[src/rtl/rfsh_pkg.sv]
package rfsh_pkg;
  localparam int CTRL_W = 8;
  localparam int BIT_EN   = 7;
  localparam int BIT_WAIT = 6;
  localparam int BIT_MODE = 5;
  localparam int BIT_FLAG = 4;
  localparam int BIT_IE   = 3;

  localparam logic [1:0] A_CTRL = 2'd0;
  localparam logic [1:0] A_CNT  = 2'd1;
  localparam logic [1:0] A_CMP  = 2'd2;

  // log2 of the prescale divisor for each clock-select code
  function automatic int div_exp(input int code);
    case (code)
      1: return 1;
      2: return 3;
      3: return 5;
      4: return 7;
      5: return 9;
      6: return 11;
      7: return 12;
      default: return 1;
    endcase
  endfunction
endpackage

[src/rtl/rfsh_prescaler.sv]
module rfsh_prescaler #(
  parameter int PRE_W = 12
) (
  input  logic       clk,
  input  logic       rst_n,
  input  logic       clr,
  input  logic [2:0] cks,
  output logic       tick
);
  import rfsh_pkg::*;

  localparam int NSEL = 8;

  logic [PRE_W-1:0] pre_q, pre_d;
  logic [NSEL-1:0]  tap;

  always_comb begin
    pre_d = clr ? '0 : pre_q + 1'b1;
  end

  always_ff @(posedge clk or negedge rst_n) begin
    if (!rst_n) pre_q <= '0;
    else        pre_q <= pre_d;
  end

  assign tap[0] = 1'b0;
  for (genvar i = 1; i < NSEL; i++) begin : g_tap
    localparam int E = div_exp(i);
    assign tap[i] = &pre_q[E-1:0];
  end

  assign tick = tap[cks];
endmodule

[src/rtl/rfsh_cnt_cmp.sv]
module rfsh_cnt_cmp #(
  parameter int CW = 8
) (
  input  logic          clk,
  input  logic          rst_n,
  input  logic          clr,
  input  logic          tick,
  input  logic          cnt_we,
  input  logic          cmp_we,
  input  logic [CW-1:0] wdata,
  output logic [CW-1:0] cnt,
  output logic [CW-1:0] cmp,
  output logic          hit
);
  logic [CW-1:0] cnt_q, cnt_d, cmp_q, cmp_d;

  assign hit = tick && (cnt_q == cmp_q);

  always_comb begin
    cnt_d = cnt_q;
    if (clr)          cnt_d = '0;
    else if (cnt_we)  cnt_d = wdata;
    else if (hit)     cnt_d = '0;
    else if (tick)    cnt_d = cnt_q + 1'b1;
    cmp_d = cmp_we ? wdata : cmp_q;
  end

  always_ff @(posedge clk or negedge rst_n) begin
    if (!rst_n) begin
      cnt_q <= '0;
      cmp_q <= '1;
    end else begin
      cnt_q <= cnt_d;
      cmp_q <= cmp_d;
    end
  end

  assign cnt = cnt_q;
  assign cmp = cmp_q;

  AST_CNT_HOLD: assert property (@(posedge clk) disable iff (!rst_n)
    (!tick && !cnt_we && !clr) |=> $stable(cnt_q));
  AST_WRAP_ZERO: assert property (@(posedge clk) disable iff (!rst_n)
    (hit && !cnt_we && !clr) |=> (cnt_q == '0));
endmodule

[src/rtl/rfsh_ctrl_reg.sv]
module rfsh_ctrl_reg (
  input  logic       clk,
  input  logic       rst_n,
  input  logic       stby,
  input  logic       ctrl_we,
  input  logic       ctrl_rd,
  input  logic [7:0] wdata,
  input  logic       hit,
  output logic [7:0] ctrl
);
  import rfsh_pkg::*;

  logic [7:0] ctrl_q, ctrl_d;
  logic       armed_q, armed_d;
  logic       clr_ok;

  assign clr_ok = ctrl_we && !wdata[BIT_FLAG] && armed_q;

  always_comb begin
    ctrl_d  = ctrl_q;
    armed_d = armed_q;
    if (stby) begin
      ctrl_d  = '0;
      armed_d = 1'b0;
    end else begin
      if (ctrl_we) begin
        ctrl_d           = wdata;
        ctrl_d[BIT_FLAG] = ctrl_q[BIT_FLAG] && !clr_ok;
        armed_d          = 1'b0;
      end else if (ctrl_rd && ctrl_q[BIT_FLAG]) begin
        armed_d = 1'b1;
      end
      if (hit) ctrl_d[BIT_FLAG] = 1'b1;
    end
  end

  always_ff @(posedge clk or negedge rst_n) begin
    if (!rst_n) begin
      ctrl_q  <= '0;
      armed_q <= 1'b0;
    end else begin
      ctrl_q  <= ctrl_d;
      armed_q <= armed_d;
    end
  end

  assign ctrl = ctrl_q;

  AST_FLAG_SET_SRC: assert property (@(posedge clk) disable iff (!rst_n)
    $rose(ctrl_q[BIT_FLAG]) |-> $past(hit));
  AST_FLAG_CLR_SRC: assert property (@(posedge clk) disable iff (!rst_n)
    $fell(ctrl_q[BIT_FLAG]) |-> $past(clr_ok || stby));
endmodule

[src/rtl/rfsh_tmr_top.sv]
module rfsh_tmr_top #(
  parameter int CW    = 8,
  parameter int PRE_W = 12
) (
  input  logic          clk,
  input  logic          rst_n,
  input  logic          hstby,
  input  logic          soft_rst,
  input  logic          bus_sel,
  input  logic          bus_wr,
  input  logic [1:0]    bus_addr,
  input  logic [CW-1:0] bus_wdata,
  output logic [CW-1:0] bus_rdata,
  output logic          irq,
  output logic          rfsh_req,
  output logic          rfsh_wait,
  output logic          self_rfsh
);
  import rfsh_pkg::*;

  logic [7:0]    ctrl;
  logic [CW-1:0] cnt, cmp;
  logic          tick, hit, clr_tm;
  logic          ctrl_we, ctrl_rd, cnt_we, cmp_we;
  logic          en, mode;
  logic          req_q, req_d;

  assign clr_tm  = soft_rst || hstby;
  assign ctrl_we = bus_sel &&  bus_wr && (bus_addr == A_CTRL);
  assign ctrl_rd = bus_sel && !bus_wr && (bus_addr == A_CTRL);
  assign cnt_we  = bus_sel &&  bus_wr && (bus_addr == A_CNT);
  assign cmp_we  = bus_sel &&  bus_wr && (bus_addr == A_CMP);
  assign en      = ctrl[BIT_EN];
  assign mode    = ctrl[BIT_MODE];

  rfsh_prescaler #(.PRE_W(PRE_W)) u_pre (
    .clk(clk), .rst_n(rst_n), .clr(clr_tm), .cks(ctrl[2:0]), .tick(tick)
  );

  rfsh_cnt_cmp #(.CW(CW)) u_cnt (
    .clk(clk), .rst_n(rst_n), .clr(clr_tm), .tick(tick),
    .cnt_we(cnt_we), .cmp_we(cmp_we), .wdata(bus_wdata),
    .cnt(cnt), .cmp(cmp), .hit(hit)
  );

  rfsh_ctrl_reg u_ctrl (
    .clk(clk), .rst_n(rst_n), .stby(hstby), .ctrl_we(ctrl_we),
    .ctrl_rd(ctrl_rd), .wdata(bus_wdata[7:0]), .hit(hit), .ctrl(ctrl)
  );

  always_comb begin
    req_d = hit && en && !mode;
  end

  always_ff @(posedge clk or negedge rst_n) begin
    if (!rst_n) req_q <= 1'b0;
    else        req_q <= req_d;
  end

  always_comb begin
    case (bus_addr)
      A_CTRL:  bus_rdata = CW'(ctrl);
      A_CNT:   bus_rdata = cnt;
      A_CMP:   bus_rdata = cmp;
      default: bus_rdata = '0;
    endcase
  end

  assign rfsh_req  = req_q;
  assign irq       = ctrl[BIT_FLAG] && ctrl[BIT_IE];
  assign self_rfsh = en && mode;
  assign rfsh_wait = en && !mode && ctrl[BIT_WAIT];

  AST_REQ_PULSE: assert property (@(posedge clk) disable iff (!rst_n)
    rfsh_req |=> !rfsh_req);
  AST_REQ_NEEDS_EN: assert property (@(posedge clk) disable iff (!rst_n)
    rfsh_req |-> $past(en && !mode));
  AST_SELF_NO_REQ: assert property (@(posedge clk) disable iff (!rst_n)
    (self_rfsh && $past(self_rfsh)) |-> !rfsh_req);
endmodule

[config.mk]
export PLATFORM = sky130hd
export DESIGN_NAME = rfsh_tmr_top
export DESIGN_NICKNAME = d
export VERILOG_FILES = /design/src/rtl/rfsh_pkg.sv /design/src/rtl/rfsh_prescaler.sv /design/src/rtl/rfsh_cnt_cmp.sv /design/src/rtl/rfsh_ctrl_reg.sv /design/src/rtl/rfsh_tmr_top.sv
export SDC_FILE = /design/constraint.sdc
export NUM_CORES = 1
export LEC_CHECK = 0
export BUFFER_PORTS_ARGS = -buffer_cell sky130_fd_sc_hd__buf_2
export CAP_MARGIN = 20
export CELL_PAD_IN_SITES_DETAIL_PLACEMENT = 1
export CELL_PAD_IN_SITES_GLOBAL_PLACEMENT = 1
export CORE_UTILIZATION = 50
export CTS_BUF_LIST = sky130_fd_sc_hd__clkbuf_2
export CTS_CLUSTER_SIZE = 10
export DETAILED_ROUTE_END_ITERATION = 8
export PLACE_DENSITY = 0.95
export SLEW_MARGIN = 20
export SYNTH_ARGS = -nofsm -noshare
export SYNTH_HDL_FRONTEND = slang
export SYNTH_SLANG_ARGS = --single-unit
[constraint.sdc]
create_clock -name clk -period 6 [get_ports clk]
set_clock_uncertainty 0.15 [all_clocks]
set_input_delay 1.2 -clock clk [delete_from_list [all_inputs] [get_ports clk]]
set_output_delay 1.2 -clock clk [all_outputs]
set_load 0.005 [all_outputs]
==> results_dict.tcl, run 1 <==
set metrics [dict create \
    wl_um 6680 \
    via_per_inst 6.36 \
    clk_pin_slew_worst_paths_ps 190 \
    vias 1978 \
    dp_hpwl_um 4970 \
    fin_cells 311 \
    cts-root-buf "clkbuf_2" \
    yosysSeqAreaShare_pct 42.8 \
    required_ps 4650 \
    cpPeakStageDelay_ps 330 \
    period_needed_ps 3540 \
    grtUsageTotal_pct 29.5 \
    path_cells "buf_2 -> inv_1 -> nor2_2 -> nand2_1 -> o21ai_0 -> buf_2" \
    die_width_um 69.0 \
    wl_met1_um 2840 \
    cts_resized 0 \
    port_buffers 27 \
    ys_async_sr_fraction_pct 100 \
    vdd_drop_max_v 0.000194 \
    num_antenna_cells 0 \
    die_area_sq_um 4760 \
    leakage_uw 0.00111 \
    initialDrtViolationCount 120 \
    cts_made_buffers 5 \
    wire_per_inst_um 21.5 \
    r2r_setup_slack_ps 3300 \
    crit_arrival_ps 2190 \
    grt_pass1_vias 2047 \
    netlist_instances 230 \
    gp_congestion 0.884 \
    hold_depth 1 \
    top_layer "met4" \
    die_y_um 69.0 \
    synthFlopType "dfrtp_1" \
    status "finished, final reports clean" \
    fillers 504 \
    worstReg2RegEnd "u_cnt.cnt[0]" \
    endpoint_kind "output port" \
    path_common_cell "buf_2" \
    syn_area_per_cell_sq_um 9.76 \
    synth_fp_nets 251 \
    initial_core_util_pct 51.9 \
    clock_latency_ps 420 \
    worst-r2r-cell-count 8 \
    h-tree-depth 2 \
    ys_types 48 \
    r2r_start "u_pre.pre_q[0]" \
    yosysWarnings 0 \
    final_nets 279 \
    pin_count 28 \
    power.density_nw_per_um2 204 \
    synth_edf_count 0 \
    synthToLayoutAreaGrowth_pct 9.64 \
    wl_met2_um 3270 \
    core_sq_um 4320 \
    worst_pin_slew_ps 1120 \
    finalSetupViolCount 0 \
    critical_path_class "input port to output port" \
    fmax_mhz 283 \
    grt_max_degree 39 \
    dp.cells 303 \
    hold_end "u_pre.pre_q[0]" \
    critPathMaxFanout 12 \
    antenna_found_initial 0 \
    drive_gt1_share_pct 24.7 \
    route.detailed.drc 0 \
    hp-class "flip-flop to flip-flop" \
    tritoncts "yes" \
    start_kind "input port" \
    maxCapViolCount 0 \
    ys_ff_latch 38 \
    maxSlewViolCount 0 \
    syn-cell-area_sq_um 2250 \
    wl_met3_um 360 \
    grt_pass1_wl_um 10900 \
    fin_tns_setup_ps 0 \
    slowest_stage "nor2_2" \
    hold_viol_final 0 \
    ant_nets 0 \
    finalCritPeriodShare_pct 59.0 \
    cts_hold_buf 0 \
    post_cts_buffers 0 \
    clockBufferDepth 2 \
    relSlewSlack_pct 24.5 \
    rows 24 \
    hold_start "u_pre.pre_q[0]" \
    rsz0062_at_grt "no" \
    first_pass_iters 4 \
    cts.sinks 38 \
    grt_overflow 0 \
]
[cells by family (layout without fill, tap and decap cells)]
logic type      Yosys count  in the layout  share of synthesized area [%]
mux                      16             16                           7.63
buf+inv                   9             38                           1.56
simple gates            103            103                           25.3
compound gates           45             45                           14.4
flops                    38             38                           42.8
xor+xnor                 14             14                           5.46
fa+ha+maj                 5              5                           2.79
[worst max-delay path, delay by kind of cell]
kind / cells / cell delay [ps]
AO/OA/AOI/OAI: 1 / 120
buffers and inverters: 3 / 450
AND/OR/NAND/NOR: 2 / 420
[worst max-delay path by stage]
stage,startpoint,end,slack (ps)
floorplan,bus_addr[0],bus_rdata[4],2760
global placement,bus_addr[1],bus_rdata[5],2570
detailed placement,bus_addr[1],bus_rdata[4],2480
CTS,bus_addr[1],bus_rdata[4],2480
global route,bus_addr[1],bus_rdata[4],2380
finish,bus_addr[1],bus_rdata[6],2460
[flip-flops by register name (all words and copies together) (netlist names)]
signal / cells
rfsh_req: 1
u_cnt.cmp: 8
u_ctrl.ctrl: 8
u_pre.pre_q: 12
u_cnt.cnt: 8
u_ctrl.armed_q: 1
[final cells by class]
type	instances	area (sq um)	share of cell area, %
Clock buffer	8	40.0	1.63
Inverter	3	11.3	0.457
Timing Repair Buffer	27	135	5.49
Multi-Input combinational cell	183	1250	50.8
Tap cell	52	65.1	2.64
Sequential cell	38	961	39.0
[report_power, final]
part / internal (uW) / leakage [uW] / total [uW] / switching [uW]
logic: 32.1 / 0.000572 / 80.7 / 48.5
registers: 280 / 0.000501 / 297 / 17.4
clock network: 34.3 / 0.0000332 / 123 / 89.2
total: 346 / 0.00111 / 501 / 155
[placed cells by master, fill, tap and decap left out, types with 2 or more instances in the layout]
master    Yosys  routed
a21oi_1      11      11
a31oi_1       2       2
a32oi_1       2       2
and2_1       11      11
and3_1        4       4
buf_2         1      27
clkbuf_2      0       8
dfrtp_1      30      30
dfstp_2       8       8
ha_1          5       5
inv_1         3       3
mux2_2        9       9
mux2i_1       7       7
nand2_1      33      33
nand3_1      11      11
nand3b_1      2       2
nand4_1      10      10
nor2_1       13      13
nor3_1        2       2
nor3b_1       2       2
nor4_4        2       2
o211ai_1      5       5
o21ai_0      12      12
o311ai_0      3       3
or3_1         2       2
xor2_1       14      14
[through the flow]
stage	instance area (sq um)	util [%]	worst slack (ps)	hold slack (ps)	total power, uW
2_1_floorplan	2250	-	2760	292	346
3_3_place_gp	2420	56.0	2570	314	375
3_5_place_dp	2420	56.0	2480	345	381
4_1_cts	2460	56.9	2480	360	501
5_1_grt	2460	56.9	2380	387	515
6_report	2460	56.9	2460	365	501
[metal layers]
| layer | GRT usage (%) | vias up |
|---|---|---|
| met4 | 14.1 | 0 |
| li1 | - | 899 |
| met1 | 39.4 | 981 |
| met5 | 0 | - |
| met2 | 47.1 | 80 |
| met3 | 4.53 | 18 |
[synthesized netlist by cell type, drive strengths merged (4+ instances only)]
| master | instances | area, sq um |
|---|---|---|
| nand3 | 11 | 55.1 |
| ha | 5 | 62.6 |
| xor2 | 14 | 123 |
| nand4 | 10 | 62.6 |
| nor2 | 14 | 55.1 |
| nand2 | 34 | 130 |
| o21ai | 12 | 60.1 |
| mux2i | 7 | 70.1 |
| and2 | 11 | 68.8 |
| clkbuf | 4 | 15.0 |
| a21oi | 12 | 63.8 |
| and3 | 4 | 25.0 |
| dfstp | 8 | 210 |
| o211ai | 5 | 37.5 |
| mux2 | 9 | 101 |
| dfrtp | 30 | 751 |
No activity file was read; power rests on OpenSTA's default activity.
==> run 2: changes to the inputs <==
- CORE_UTILIZATION: 50 -> 46
- PLACE_DENSITY: 0.95 -> 0.93
- clock period: 6 -> 3.47 ns (I/O delays scaled with it)
==> run 2 against run 1 <==
Critical path type unchanged. Cell area up 0.91%. Routed wire length is 7.8% lower. Sequential power increased by 72%. Global-route usage is 3.3 points lower. Non-clock buffer count unchanged. Critical path depth stayed put. Setup slack worse by 1600 ps. First-iteration DRC count down 1.7%. Die area up 8.4%. Total power is 71% higher. Clock power rose by 72%. Via count decreased by 1.1%.
==> results_dict.tcl, run 2 (synthesis gave the netlist of run 1 again) <==
set metrics [dict create \
    crit_family "buffers and inverters" \
    power.density_nw_per_um2 346 \
    rows 25 \
    cts_resized 0 \
    clk_pin_slew_worst_paths_ps 220 \
    netSwitchingPower_uw 266 \
    grt_pass1_vias 1987 \
    register_area_sq_um 961 \
    num_antenna_cells 0 \
    cellInternalPower_uw 592 \
    hold_viol_final 0 \
    fillers 550 \
    path_depth 6 \
    status "finished, final reports clean" \
    die_area_sq_um 5170 \
    finalSetupViolCount 0 \
    pin_count 28 \
    critPathMaxFanout 12 \
    critical_path_class "input port to output port" \
    cts_made_buffers 5 \
    via_per_inst 6.00 \
    port_buffers 27 \
    antenna_found_initial 0 \
    regMostFlops "u_pre.pre_q" \
    post_cts_buffers 0 \
    wl_um 6160 \
    worstReg2RegEnd "u_cnt.cnt[3]" \
    seq_power_share_pct 59.4 \
    route.detailed.drc 0 \
    finalCoreUtilization_pct 52.6 \
    maxSlewViolCount 0 \
    tritoncts "yes" \
    cts-root-buf "clkbuf_2" \
    path_cells "buf_2 -> inv_1 -> nor2_2 -> nand2_1 -> o21ai_0 -> buf_2" \
    vias 1957 \
    final_cell_mix "nand2_1 (33), dfrtp_1 (30), buf_2 (27)" \
    clockBufferDepth 2 \
    path_common_cell "buf_2" \
    r2r_start "u_pre.pre_q[0]" \
    cts_hold_buf 0 \
    required_ps 2630 \
    slowest_stage "nor2_2" \
    initial_core_util_pct 47.5 \
    grt_pass1_wl_um 10100 \
    h-tree-depth 2 \
    grt_max_degree 39 \
    relSlewSlack_pct 41.6 \
    endpoint_kind "output port" \
    die_width_um 71.9 \
    drive_gt1_share_pct 24.7 \
    gp_congestion 0.838 \
    grtUsageTotal_pct 26.2 \
    core_sq_um 4720 \
    power_frac_comb_pct 16.1 \
    initialDrtViolationCount 118 \
    final_common_cell "nand2_1" \
    start_kind "input port" \
    fin_tns_setup_ps 0 \
    r2r_setup_slack_ps 970 \
    multi_input_area_sq_um 1250 \
    fmax_mhz 385 \
    vdd_drop_max_v 0.000196 \
    leakage_uw 0.00111 \
    clock_latency_ps 410 \
    critPathBufInv 3 \
    wire_per_inst_um 18.9 \
    finalCritPeriodShare_pct 74.9 \
    swShare_pct 31.0 \
    dp_hpwl_um 4640 \
    synthToLayoutAreaGrowth_pct 10.6 \
    die_y_um 71.9 \
    cpPeakStageDelay_ps 340 \
    cts.sinks 38 \
    final_nets 279 \
    ant_nets 0 \
    hp-class "input port to asynchronous set/reset pin" \
    clock_power_share_pct 24.5 \
    crit_arrival_ps 1750 \
    maxCapViolCount 0 \
    first_pass_iters 4 \
    rsz0062_at_grt "no" \
    period_needed_ps 2600 \
    grt_overflow 0 \
    worst-r2r-cell-count 7 \
    largest_reg_flops 12 \
    worst_pin_slew_ps 876 \
]
run 2: cell type report:
class                           instances  share of cell area, %
Clock buffer                            6                   1.21
Clock inverter                          2                  0.554
Inverter                                3                  0.453
Multi-Input combinational cell        183                   50.3
Sequential cell                        38                   38.7
Tap cell                               67                   3.37
Timing Repair Buffer                   27                   5.44
run 2: worst reg2reg max path, cell delays in order (launching register included):
cell      delay (ps)
dfrtp_1          450
ha_1             290
and3_1           230
ha_1             180
mux2_2           300
a211oi_4         450
o311ai_0         240
o211ai_1         140
run 2: per-layer routing:
metal / track usage [%] / share of wire [%] / vias to the layer above
li1: - / - / 903
met1: 36.2 / 45 / 966
met2: 41.0 / 47 / 71
met3: 3.52 / 5.6 / 17
met4: 12.4 / 2.6 / 0
met5: 0 / 0 / -
run 2: power groups by stage:
stage | Sequential, uW | Combinational (uW) | Clock, uW
final | 510 | 138 | 211
after global routing | 515 | 150 | 229
after CTS | 510 | 138 | 217
after detailed placement | 518 | 137 | 0
after global placement | 516 | 132 | 0
after floorplan | 509 | 90.3 | 0
run 2: worst max-delay path by stage:
stage | start | endpoint | slack, ps
after global routing | u_pre.pre_q[0] | u_cnt.cnt[2] | 770
after floorplan | bus_addr[0] | bus_rdata[4] | 1240
after global placement | hstby | u_cnt.cnt[3] | 920
final | bus_addr[1] | bus_rdata[2] | 870
after detailed placement | hstby | u_cnt.cnt[2] | 810
after CTS | bus_addr[1] | bus_rdata[2] | 890
run 2: through the flow:
stage	power [uW]	setup WS (ps)	hold slack [ps]	cells	instance area, sq um
floorplan	599	1240	248	230	2250
detailed placement	655	808	324	318	2440
finish	859	872	206	326	2480
CTS	865	887	225	326	2480
global placement	648	923	321	318	2440
global route	893	767	250	326	2480
==> run 3: changes to the inputs <==
- clock period: 3.47 -> 2.45 ns (I/O delays scaled with it)
==> run 3 against run 2 <==
Register-to-register slack got worse by 830 ps. Clock power rose by 37%. Core utilization rose by 1.3 points. Cell area rose by 2.5%. The run now ends with negative hold slack left. Non-clock buffer count rose by 8. Total power rose by 42%. Die area did not move. Global-route usage rose by 0.81 points. Flip-flop and latch count did not move. Critical path type is now flip-flop to flip-flop.
==> results_dict.tcl, run 3 (synthesis gave the netlist of run 1 again) <==
set metrics [dict create \
    clock_latency_ps 420 \
    r2r_setup_slack_ps 140 \
    wl_um 6240 \
    via_per_inst 5.93 \
    fillers 567 \
    antenna_found_initial 0 \
    final_nets 287 \
    swShare_pct 30.9 \
    cts-root-buf "clkbuf_2" \
    critPathMaxFanout 9 \
    start_kind "flip-flop" \
    whs_ps -8.69 \
    fmax_mhz 432 \
    route.detailed.drc 0 \
    maxSlewViolCount 0 \
    worst_pin_slew_ps 849 \
    die_area_sq_um 5170 \
    initial_core_util_pct 47.5 \
    place_ws_ps 62.1 \
    num_antenna_cells 0 \
    finalCritPeriodShare_pct 94.4 \
    clock_power_share_pct 23.8 \
    rows 25 \
    tritoncts "yes" \
    grt_overflow 0 \
    vdd_drop_max_v 0.000297 \
    core_sq_um 4720 \
    grt_pass1_vias 1994 \
    pin_count 28 \
    worst-r2r-cell-count 8 \
    required_ps 2590 \
    relSlewSlack_pct 43.4 \
    grtUsageTotal_pct 27.1 \
    dp_hpwl_um 4740 \
    seq_power_share_pct 59.7 \
    cts.sinks 38 \
    netSwitchingPower_uw 375 \
    die_width_um 71.9 \
    endpoint_kind "flip-flop" \
    hold_viol_final 11 \
    initialDrtViolationCount 80 \
    power.density_nw_per_um2 477 \
    hp-class "input port to asynchronous set/reset pin" \
    synthToLayoutAreaGrowth_pct 13.4 \
    final_common_cell "nand2_1" \
    largest_reg_flops 12 \
    first_pass_iters 4 \
    fin_tns_setup_ps 0 \
    leakage_uw 0.00114 \
    clk_pin_slew_worst_paths_ps 210 \
    crit_arrival_ps 2460 \
    critical_path_class "flip-flop to flip-flop" \
    violations "negative hold slack" \
    cts_made_buffers 5 \
    gp_congestion 0.884 \
    clockBufferDepth 2 \
    drive_gt1_share_pct 27.3 \
    ant_nets 0 \
    grt_max_degree 39 \
    fin_ws_ps 137 \
    cellInternalPower_uw 840 \
    grt_pass1_wl_um 10400 \
    period_needed_ps 2310 \
    h-tree-depth 2 \
    cts_hold_buf 0 \
    final_cell_mix "nand2_1 (33), dfrtp_1 (30), buf_2 (27)" \
    power_frac_comb_pct 16.6 \
    port_buffers 27 \
    die_y_um 71.9 \
    wire_per_inst_um 18.7 \
    regMostFlops "u_pre.pre_q" \
    status "finished with violations" \
    finalSetupViolCount 0 \
    rsz0062_at_grt "no" \
    vias 1981 \
    maxCapViolCount 0 \
]
## run 3: area by class of cell
class,count,area [sq um],area share (%)
Multi-Input combinational cell,183,1260,49.3
Tap cell,67,83.8,3.29
Sequential cell,38,961,37.7
Clock inverter,2,10.0,0.393
Timing Repair Buffer,35,195,7.66
Inverter,3,11.3,0.442
Clock buffer,6,30.0,1.18
## run 3: critical path, stage by stage, from the launching register on
cell and delay (ps):
dfrtp_1 460, and4_4 270, and3_1 160, ha_1 120, and2_1 130, a41oi_2 50, o221a_4 340, o311ai_0 370
nand3_1 120
## run 3: stage by stage
stage / power [uW] / std cells / cell area (sq um) / utilization (%)
final: 1220 / 334 / 2550 / 53.9
after CTS: 1230 / 333 / 2530 / 53.6
after floorplan: 849 / 230 / 2250 / -
after detailed placement: 937 / 325 / 2490 / 52.8
after global routing: 1270 / 334 / 2550 / 53.9
after global placement: 924 / 325 / 2490 / 52.8
## run 3: final timing paths
kind | startpoint | to
worst max register to register | u_pre.pre_q[2] | u_cnt.cnt[4]
worst max-delay path | u_pre.pre_q[2] | u_cnt.cnt[4]
worst min register to register | u_pre.pre_q[0] | u_pre.pre_q[0]
worst min-delay path | rst_n | u_pre.pre_q[5]
max in group asynchronous | rst_n | u_pre.pre_q[7]
min in group clk | bus_wdata[0] | u_ctrl.ctrl[0]
## run 3: power by group through the flow
stage	Combinational, uW	Sequential, uW	Clock (uW)
after floorplan	128	721	0
after global placement	193	731	0
after detailed placement	201	736	0
after CTS	202	725	300
after global routing	220	730	316
final	201	725	289
## run 3: timing repair
item | in CTS | in global routing
setup endpoints to repair | 0 | 10
endpoints found under the hold margin | 0 | 0
setup buffers | 0 | 1
gates resized for setup | 0 | 2
## run 3: routing by layer
layer | routed length (um) | GRT usage, % | vias to the layer above | part of all wire (%)
met4 | 99 | 11.1 | 0 | 1.6
met1 | 2760 | 35.7 | 1016 | 44
li1 | - | - | 912 | -
met3 | 191 | 5.06 | 8 | 3.1
met5 | 0 | 0 | - | 0
met2 | 3190 | 43.9 | 45 | 51
